## src/rtl/dft4_pkg.sv

```systemverilog
package dft4_pkg;

    localparam int SAMPLES = 4;

    typedef enum logic {
        PART_RE = 1'b0,
        PART_IM = 1'b1
    } part_e;

    typedef enum logic [0:0] {
        ST_IDLE = 1'b0,
        ST_EMIT = 1'b1
    } emit_state_e;

    typedef struct packed {
        logic take_im;
        logic negate;
    } operand_cfg_t;

    // Rotation index m = n*k mod 4 selects W^m in {1, -j, -1, +j}.
    function automatic operand_cfg_t pick_operand(input int k, input int part, input int n);
        operand_cfg_t cfg;
        int m;
        m = (n * k) % 4;
        if (part == 0) begin
            cfg.take_im = (m == 1) || (m == 3);
            cfg.negate  = (m == 2) || (m == 3);
        end else begin
            cfg.take_im = (m == 0) || (m == 2);
            cfg.negate  = (m == 1) || (m == 2);
        end
        return cfg;
    endfunction

    function automatic int negated_count(input int k, input int part);
        int cnt;
        operand_cfg_t c;
        cnt = 0;
        for (int n = 0; n < SAMPLES; n++) begin
            c = pick_operand(k, part, n);
            if (c.negate) cnt++;
        end
        return cnt;
    endfunction

endpackage

```

## src/rtl/dft4_operand_route.sv

```systemverilog
module dft4_operand_route
    import dft4_pkg::*;
#(
    parameter int IN_W  = 8,
    parameter int OUT_W = 10,
    parameter int BIN   = 0,
    parameter int PART  = 0
) (
    input  logic [SAMPLES-1:0][IN_W-1:0]  src_re,
    input  logic [SAMPLES-1:0][IN_W-1:0]  src_im,
    output logic [SAMPLES-1:0][OUT_W-1:0] operand
);
    localparam int EXT_W = OUT_W - IN_W;

    for (genvar n = 0; n < SAMPLES; n++) begin : g_op
        localparam operand_cfg_t CFG = pick_operand(BIN, PART, n);
        logic [IN_W-1:0]  picked;
        logic [OUT_W-1:0] widened;

        if (CFG.take_im) begin : g_im
            assign picked = src_im[n];
        end else begin : g_re
            assign picked = src_re[n];
        end

        assign widened = {{EXT_W{picked[IN_W-1]}}, picked};

        if (CFG.negate) begin : g_inv
            assign operand[n] = ~widened;
        end else begin : g_pass
            assign operand[n] = widened;
        end
    end
endmodule

```

## src/rtl/dft4_csa42.sv

```systemverilog
module dft4_csa42 #(
    parameter int W = 10
) (
    input  logic [W-1:0] op_a,
    input  logic [W-1:0] op_b,
    input  logic [W-1:0] op_c,
    input  logic [W-1:0] op_d,
    output logic [W-1:0] sum_vec,
    output logic [W-1:0] twice_vec
);
    logic [W-1:0] hop;
    logic [W-1:0] stage1;

    assign hop[0]       = 1'b0;
    assign twice_vec[0] = 1'b0;

    for (genvar i = 0; i < W; i++) begin : g_bit
        assign stage1[i]  = op_a[i] ^ op_b[i] ^ op_c[i];
        assign sum_vec[i] = stage1[i] ^ op_d[i] ^ hop[i];
        if (i < W - 1) begin : g_carry
            assign hop[i+1] = (op_a[i] & op_b[i]) | (op_a[i] & op_c[i]) | (op_b[i] & op_c[i]);
            assign twice_vec[i+1] = (stage1[i] & op_d[i]) | (stage1[i] & hop[i]) | (op_d[i] & hop[i]);
        end
    end
endmodule

```

## src/rtl/dft4_sum4.sv

```systemverilog
module dft4_sum4
    import dft4_pkg::*;
#(
    parameter int IN_W  = 8,
    parameter int OUT_W = 10,
    parameter int BIN   = 0,
    parameter int PART  = 0
) (
    input  logic [SAMPLES-1:0][IN_W-1:0] src_re,
    input  logic [SAMPLES-1:0][IN_W-1:0] src_im,
    output logic [OUT_W-1:0]             result
);
    localparam int NEG_CNT = negated_count(BIN, PART);
    localparam logic [OUT_W-1:0] FIXUP = OUT_W'(NEG_CNT);

    logic [SAMPLES-1:0][OUT_W-1:0] operand;
    logic [OUT_W-1:0] sum_vec;
    logic [OUT_W-1:0] twice_vec;

    dft4_operand_route #(
        .IN_W (IN_W),
        .OUT_W(OUT_W),
        .BIN  (BIN),
        .PART (PART)
    ) route_i (
        .src_re (src_re),
        .src_im (src_im),
        .operand(operand)
    );

    dft4_csa42 #(.W(OUT_W)) csa_i (
        .op_a     (operand[0]),
        .op_b     (operand[1]),
        .op_c     (operand[2]),
        .op_d     (operand[3]),
        .sum_vec  (sum_vec),
        .twice_vec(twice_vec)
    );

    assign result = sum_vec + twice_vec + FIXUP;
endmodule

```

## src/rtl/dft4_core.sv

```systemverilog
module dft4_core
    import dft4_pkg::*;
#(
    parameter int IN_W  = 8,
    parameter int OUT_W = IN_W + 2
) (
    input  logic                          clk,
    input  logic                          rst_n,
    input  logic                          in_valid,
    input  logic [SAMPLES-1:0][IN_W-1:0]  in_re,
    input  logic [SAMPLES-1:0][IN_W-1:0]  in_im,
    output logic                          out_valid,
    output logic [SAMPLES-1:0][OUT_W-1:0] out_re,
    output logic [SAMPLES-1:0][OUT_W-1:0] out_im
);
    emit_state_e state_q;
    emit_state_e state_d;

    logic [SAMPLES-1:0][OUT_W-1:0] bin_re;
    logic [SAMPLES-1:0][OUT_W-1:0] bin_im;

    for (genvar k = 0; k < SAMPLES; k++) begin : g_bin
        dft4_sum4 #(
            .IN_W (IN_W),
            .OUT_W(OUT_W),
            .BIN  (k),
            .PART (0)
        ) re_sum_i (
            .src_re(in_re),
            .src_im(in_im),
            .result(bin_re[k])
        );

        dft4_sum4 #(
            .IN_W (IN_W),
            .OUT_W(OUT_W),
            .BIN  (k),
            .PART (1)
        ) im_sum_i (
            .src_re(in_re),
            .src_im(in_im),
            .result(bin_im[k])
        );
    end

    always_comb begin
        state_d = state_q;
        unique case (state_q)
            ST_IDLE: state_d = in_valid ? ST_EMIT : ST_IDLE;
            ST_EMIT: state_d = in_valid ? ST_EMIT : ST_IDLE;
            default: state_d = ST_IDLE;
        endcase
    end

    always_ff @(posedge clk or negedge rst_n) begin
        if (!rst_n) begin
            state_q <= ST_IDLE;
        end else begin
            state_q <= state_d;
        end
    end

    always_ff @(posedge clk or negedge rst_n) begin
        if (!rst_n) begin
            out_re <= '0;
            out_im <= '0;
        end else if (in_valid) begin
            out_re <= bin_re;
            out_im <= bin_im;
        end
    end

    assign out_valid = (state_q == ST_EMIT);
endmodule

```

## config.mk

```make
export PLATFORM = sky130hd
export DESIGN_NAME = dft4_core
export DESIGN_NICKNAME = d
export VERILOG_FILES = /design/src/rtl/dft4_pkg.sv /design/src/rtl/dft4_operand_route.sv /design/src/rtl/dft4_csa42.sv /design/src/rtl/dft4_sum4.sv /design/src/rtl/dft4_core.sv
export SDC_FILE = /design/constraint.sdc
export NUM_CORES = 1
export LEC_CHECK = 0
export ABC_AREA = 1
export BUFFER_PORTS_ARGS = -buffer_cell sky130_fd_sc_hd__buf_2
export CORE_MARGIN = 5
export CORE_UTILIZATION = 50
export CTS_CLUSTER_SIZE = 16
export DETAILED_ROUTE_END_ITERATION = 8
export PLACE_DENSITY = 0.77
export SYNTH_ARGS = -nofsm -noshare
export SYNTH_HDL_FRONTEND = slang
export SYNTH_SLANG_ARGS = --single-unit
```

## constraint.sdc

```tcl
create_clock -name clk -period 0.8 [get_ports clk]
set_clock_uncertainty 0.05 [all_clocks]
set_input_delay 0.08 -clock clk [delete_from_list [all_inputs] [get_ports clk]]
set_output_delay 0.08 -clock clk [all_outputs]
set_load 0.005 [all_outputs]
```

* Yosys cells after proc, flatten, opt, wreduce, memory -nomap -nowiden
Index checks and enable logic that the tools add are counted.
** Word-level totals
- Bits in registers :: 81
- Input bits :: 67
** Operators by class
- $add $sub $neg :: 14
- Mux-type cells :: 1
- Bitwise gates (word level) :: 938
** Operator list (number)
- $and 1x1->1 :: 370
- $xor 1x1->1 :: 294
- $or 1x1->1 :: 268
- $add 10x10->10 :: 8
- $add 10x2->10 const B :: 6
- $not 10->10 :: 6
- $mux 1 :: 1

* Depth between registers and ports, before layout
- Depth after elaboration :: 9
- Depth in mapped cells :: 18
- Depth with buffers taken out :: 18

* Modules after synthesis
A second synthesis with hierarchy kept.
** Unflattened totals
- Cells, all modules :: 1652
- Area total of the unflattened synthesis :: 13068.8 um^2
** Modules (own cells, without submodules)
- dft4_csa42 :: times used 8, cells an instance 34, area an instance 429.2 um^2, seq. area each 0.0 um^2
- dft4_core :: times used 1, cells an instance 339, area an instance 3078.0 um^2, seq. area each 2026.9 um^2
- dft4_sum4 (g_bin[1].re_sum_i ...) :: times used 5, cells an instance 92, area an instance 595.6 um^2, seq. area each 0.0 um^2
- dft4_operand_route (g_bin[1].im_sum_i.route_i ...) :: times used 6, cells an instance 40, area an instance 240.2 um^2, seq. area each 0.0 um^2
- dft4_sum4 (g_bin[0].im_sum_i ...) :: times used 2, cells an instance 85, area an instance 471.7 um^2, seq. area each 0.0 um^2
- dft4_operand_route (g_bin[0].im_sum_i.route_i ...) :: times used 2, cells an instance 40, area an instance 300.3 um^2, seq. area each 0.0 um^2
- dft4_sum4 (g_bin[1].im_sum_i) :: times used 1, cells an instance 91, area an instance 594.3 um^2, seq. area each 0.0 um^2

* Worst setup path after synthesis
Ideal clock, no wire load.
- Kind :: input port to flip-flop
- From :: input in_re[1] (netlist name)
- To :: register out_re[28] (netlist name)
- Setup time :: 0.117 ns
- Data arrival time :: 2.606 ns
- Data required time :: 0.633 ns
- Slack :: -1.973 ns
- Cell stages on the path :: 18
- Cell sequence :: inv_1 > fa_1 > inv_1 > fa_1 > inv_1 > ha_1 > inv_1 > ha_1 > inv_1 > fa_1 > inv_1 > nand2_1 > nand2_1 > nand3b_1 > nand2_1 > nand2_1 > nand3_1 > nand2_1
** On the way
- Word-level cells in the longest chain between the ends :: 8
- Elaborated cells between the ends (all ways) :: 19
- Classes of those cells :: 2 x add/sub; 17 x bitwise
** RTL lines
- from (decl) :: RTL line dft4_core.sv:10 : input logic [SAMPLES-1:0][IN_W-1:0] in_re,
- $and 1x1->1 :: RTL line dft4_csa42.sv:21 : assign hop[i+1] = (op_a[i] & op_b[i]) | (op_a[i] & op_c[i]) | (op_b[i] & op_c[i]);
- $or 1x1->1 (2 in series) :: RTL line dft4_csa42.sv:21
- $and 1x1->1 :: RTL line dft4_csa42.sv:22 : assign twice_vec[i+1] = (stage1[i] & op_d[i]) | (stage1[i] & hop[i]) | (op_d[i] & hop[i]);
- $or 1x1->1 (2 in series) :: RTL line dft4_csa42.sv:22
- $add 10x10->10 * :: RTL line dft4_sum4.sv:40 : assign result = sum_vec + twice_vec + FIXUP;
- $add 10x2->10 * :: RTL line dft4_sum4.sv:40
- to (signal assigned) :: RTL line dft4_core.sv:68 : out_re <= bin_re;
- to (decl) :: RTL line dft4_core.sv:13 : output logic [SAMPLES-1:0][OUT_W-1:0] out_re,
Mark *: on every way between the ends. The rest lies on a longest branch, timed or not.
A chain may end at the register's enable or synchronous reset.

* Final worst setup path
- From :: input in_re[2] (netlist name)
- To :: register out_re[18] (netlist name)
Same word-level chain as after synthesis.

==> impl_results.md <==
* Layout cell share with drive strength beyond 1 at 49.5%
* Placed Area at 0.0133 mm2
* Die extent in x at 150 um
* Main combinational cell family by area after synthesis: adder cells
* First-pass DRT Iterations at 5
* Synth area leaders: fa_1 28%, dfrtp_1 21%, ha_1 15%
* Total Power at 45.6 mW
* Num rows at 51
* Max_cap viols at 0
* Worst-Margin Slew at 0.351 ns
* RSZ-0062 raised after global routing: yes
* Adder-Cell Fraction of Synth Area at 42.3%
* Post-synthesis register bit count at 81
* # diodes at 0
* Routed WL per cell at 18.2 um
* Total Routing Usage GR at 28.0%
* Vias post-DR at 9,547
* Final Wtd Congestion at 0.885
* Clock sinks at 81
* Vias in the first global route at 9,891
* DRC at 0
* Max-slew headroom at 76.6%
* Routed wire length at 34,200 um
* Cells after Synth at 1,199
* Final setup margin at -1.84 ns
* Setup TNS at -125.03 ns
* DR vias/cell at 5.09
* Setup crit start kind: input port
* Fin. Hold Viols at 0
* Root Buffer: clkbuf_16
* CP bufs+invs at 4
* Syn Nets at 1,516
* Clock transition at path regs at 0.07 ns
* Failing checks: negative setup slack
* Post-Synth Simple-Gate Area at 21.4%
* CTS tree: yes
* Unique masters post-synth at 22
* Placed cell count at 1,756
* Synthesized area per cell at 8.18 um2
* Min Tclk post-route at 2.64 ns
* Synth top cells by count: 350 x nand2_1, 293 x inv_1, 136 x fa_1
* Area of the multi-input gates at 0.00865 mm2
* Crit path largest cell delay at 0.56 ns
* Met3 WL post-DR at 1920 um
* Mapped Area at 0.00981 mm2
* Detailed placement HPWL at 22,100 um
* Metal-1 WL at 13,100 um
* Detail Route Antenna Nets at 0
* Fmax at 0.378 GHz
* Post-synthesis sequential area ratio at 20.7%
* Worst VDD drop at 1290 uV
* Final Max Slew Viols at 0
* Synth Area in Compound Gates at 2.81%
* Height of the die at 150 um
* Cells along the critical path: buf_8 > clkinvlp_4 > fa_1 > inv_2 > buf_6 > fa_2 > ha_4 > ha_4 > fa_2 > nand3_2 > nand2_4 > nand2_2 > nand3_1 > nand3_2 > nand2_1
* Fin crit share at 330%
* Reg area at 0.00203 mm2
* Post-Synth XOR/XNOR Area at 0.714%
* Area growth from synthesis to layout at 60.2%
* Lkg Pwr at 8.00 nW
* Worst hold slack at 0.121 ns
* Initial antenna violation count at 1
* Worst Hold Class: in2reg
* Ys Warns at 0
* WP data required at 1.00 ns
* Final instance count without filler cells at 1,877
* CTS Buf Count at 9
* Prevailing post-synth register cell: dfrtp_1
* Fillers at 1,051
* Crit Path Max Fanout at 3
* Post-synth top area share at 27.7%
* H-tree depth at 3
* Slowest cell on crit path: fa_1
* Worst path top cell family by delay: adder cells
* Share of the core filled with cells at 81.0%
* Crit Path Category: in2reg
* Final setup vio count at 161
* EDFF count, synth at 0
* Outcome: complete, but fails checks
* Largest net degree at the start of global routing at 45
* I/O pins at 148
* Worst Setup End Kind: register
* Arr. time, crit path at 2.84 ns
* DR top layer: met5
* Finished Cell Area at 0.0157 mm2
* Buffers on Ports at 147
* Worst slack, placed at -2.21 ns
* Post-synth ARST share at 100%
* Most common cell in the netlist: nand2_1
* Clk buf depth at 2
* Pwr dens at 2900 mW/mm2
* Global-route wire length before repair at 48,900 um
* Clock latency on the worst-skew pair at 0.35 ns
* Final #Nets at 1,925
* Initial DRC count at 559
* Die footprint at 0.0225 mm2
* Initial Util at 50.6%
* Met2 wire length at 17,800 um
* Post-synthesis mux area share at 0%
* Synth area leader: fa_1
* GRT overflow at 0
* Core footprint at 0.0194 mm2
where the power goes:
group	switching, mW	total (mW)	internal, mW
Clock	1.90	4.71	2.81
Sequential	1.16	7.07	5.91
Combinational	16.5	33.8	17.3
cells in the final DEF, fill, tap and decap left out, types with 29 or more instances in the layout:
| master | count |
|---|---|
| buf_2 | 112 |
| buf_4 | 230 |
| buf_6 | 50 |
| dfrtp_1 | 81 |
| fa_1 | 107 |
| fa_2 | 29 |
| ha_4 | 101 |
| inv_1 | 204 |
| inv_2 | 72 |
| nand2_1 | 277 |
| nand2_2 | 50 |
| nand3_1 | 42 |
| nand3b_1 | 31 |
state kept, by name (all words and copies together) (netlist names):
register,flops
out_re,40
out_valid,1
out_im,40
final timing paths:
| path | startpoint | to | slack [ns] | cells past startpoint |
|---|---|---|---|---|
| min in group asynchronous | rst_n | out_im[31] | 0.18 | 3 |
| min | in_valid | out_valid | 0.12 | 2 |
| max | in_re[2] | out_re[18] | -1.84 | 15 |
| min reg2reg | out_im[6] | out_im[6] | 0.41 | 2 |
| max reg2reg | out_im[31] | out_im[31] | -0.17 | 4 |
| max in group asynchronous | rst_n | out_re[7] | 0.18 | 3 |
layer usage:
metal / global-route usage [%] / vias to the layer above
met2: 49.7 / 361
met5: 0 / -
met3: 4.24 / 111
li1: - / 4377
met1: 34.7 / 4696
met4: 9.79 / 2
timing repair:
action / 4_1_cts / 5_1_grt
gates resized for setup: 190 / 142
hold endpoints to repair: 81 / 0
buffers inserted: 60 / 58
setup endpoints to repair: 161 / 161
hold buffers: 1 / 0
pin swaps: 175 / 150
area by class of cell:
type                       instances  share of cell area, %
clock buffer                      12                   1.57
clock inverter                     3                  0.414
inverter                         294                   7.50
multi-input combinational        807                   55.0
sequential                        81                   12.9
tap                              265                   2.11
timing repair buffer             415                   20.5
logic make-up after synthesis:
logic type	count (synthesis)
and+or+nand+nor	494
buffers and inverters	311
xor gates and xnor gates	8
AOI/OAI and AO/OA	55
adders and majority gates	250
DFF	81
(Power assumes the default switching activity.)
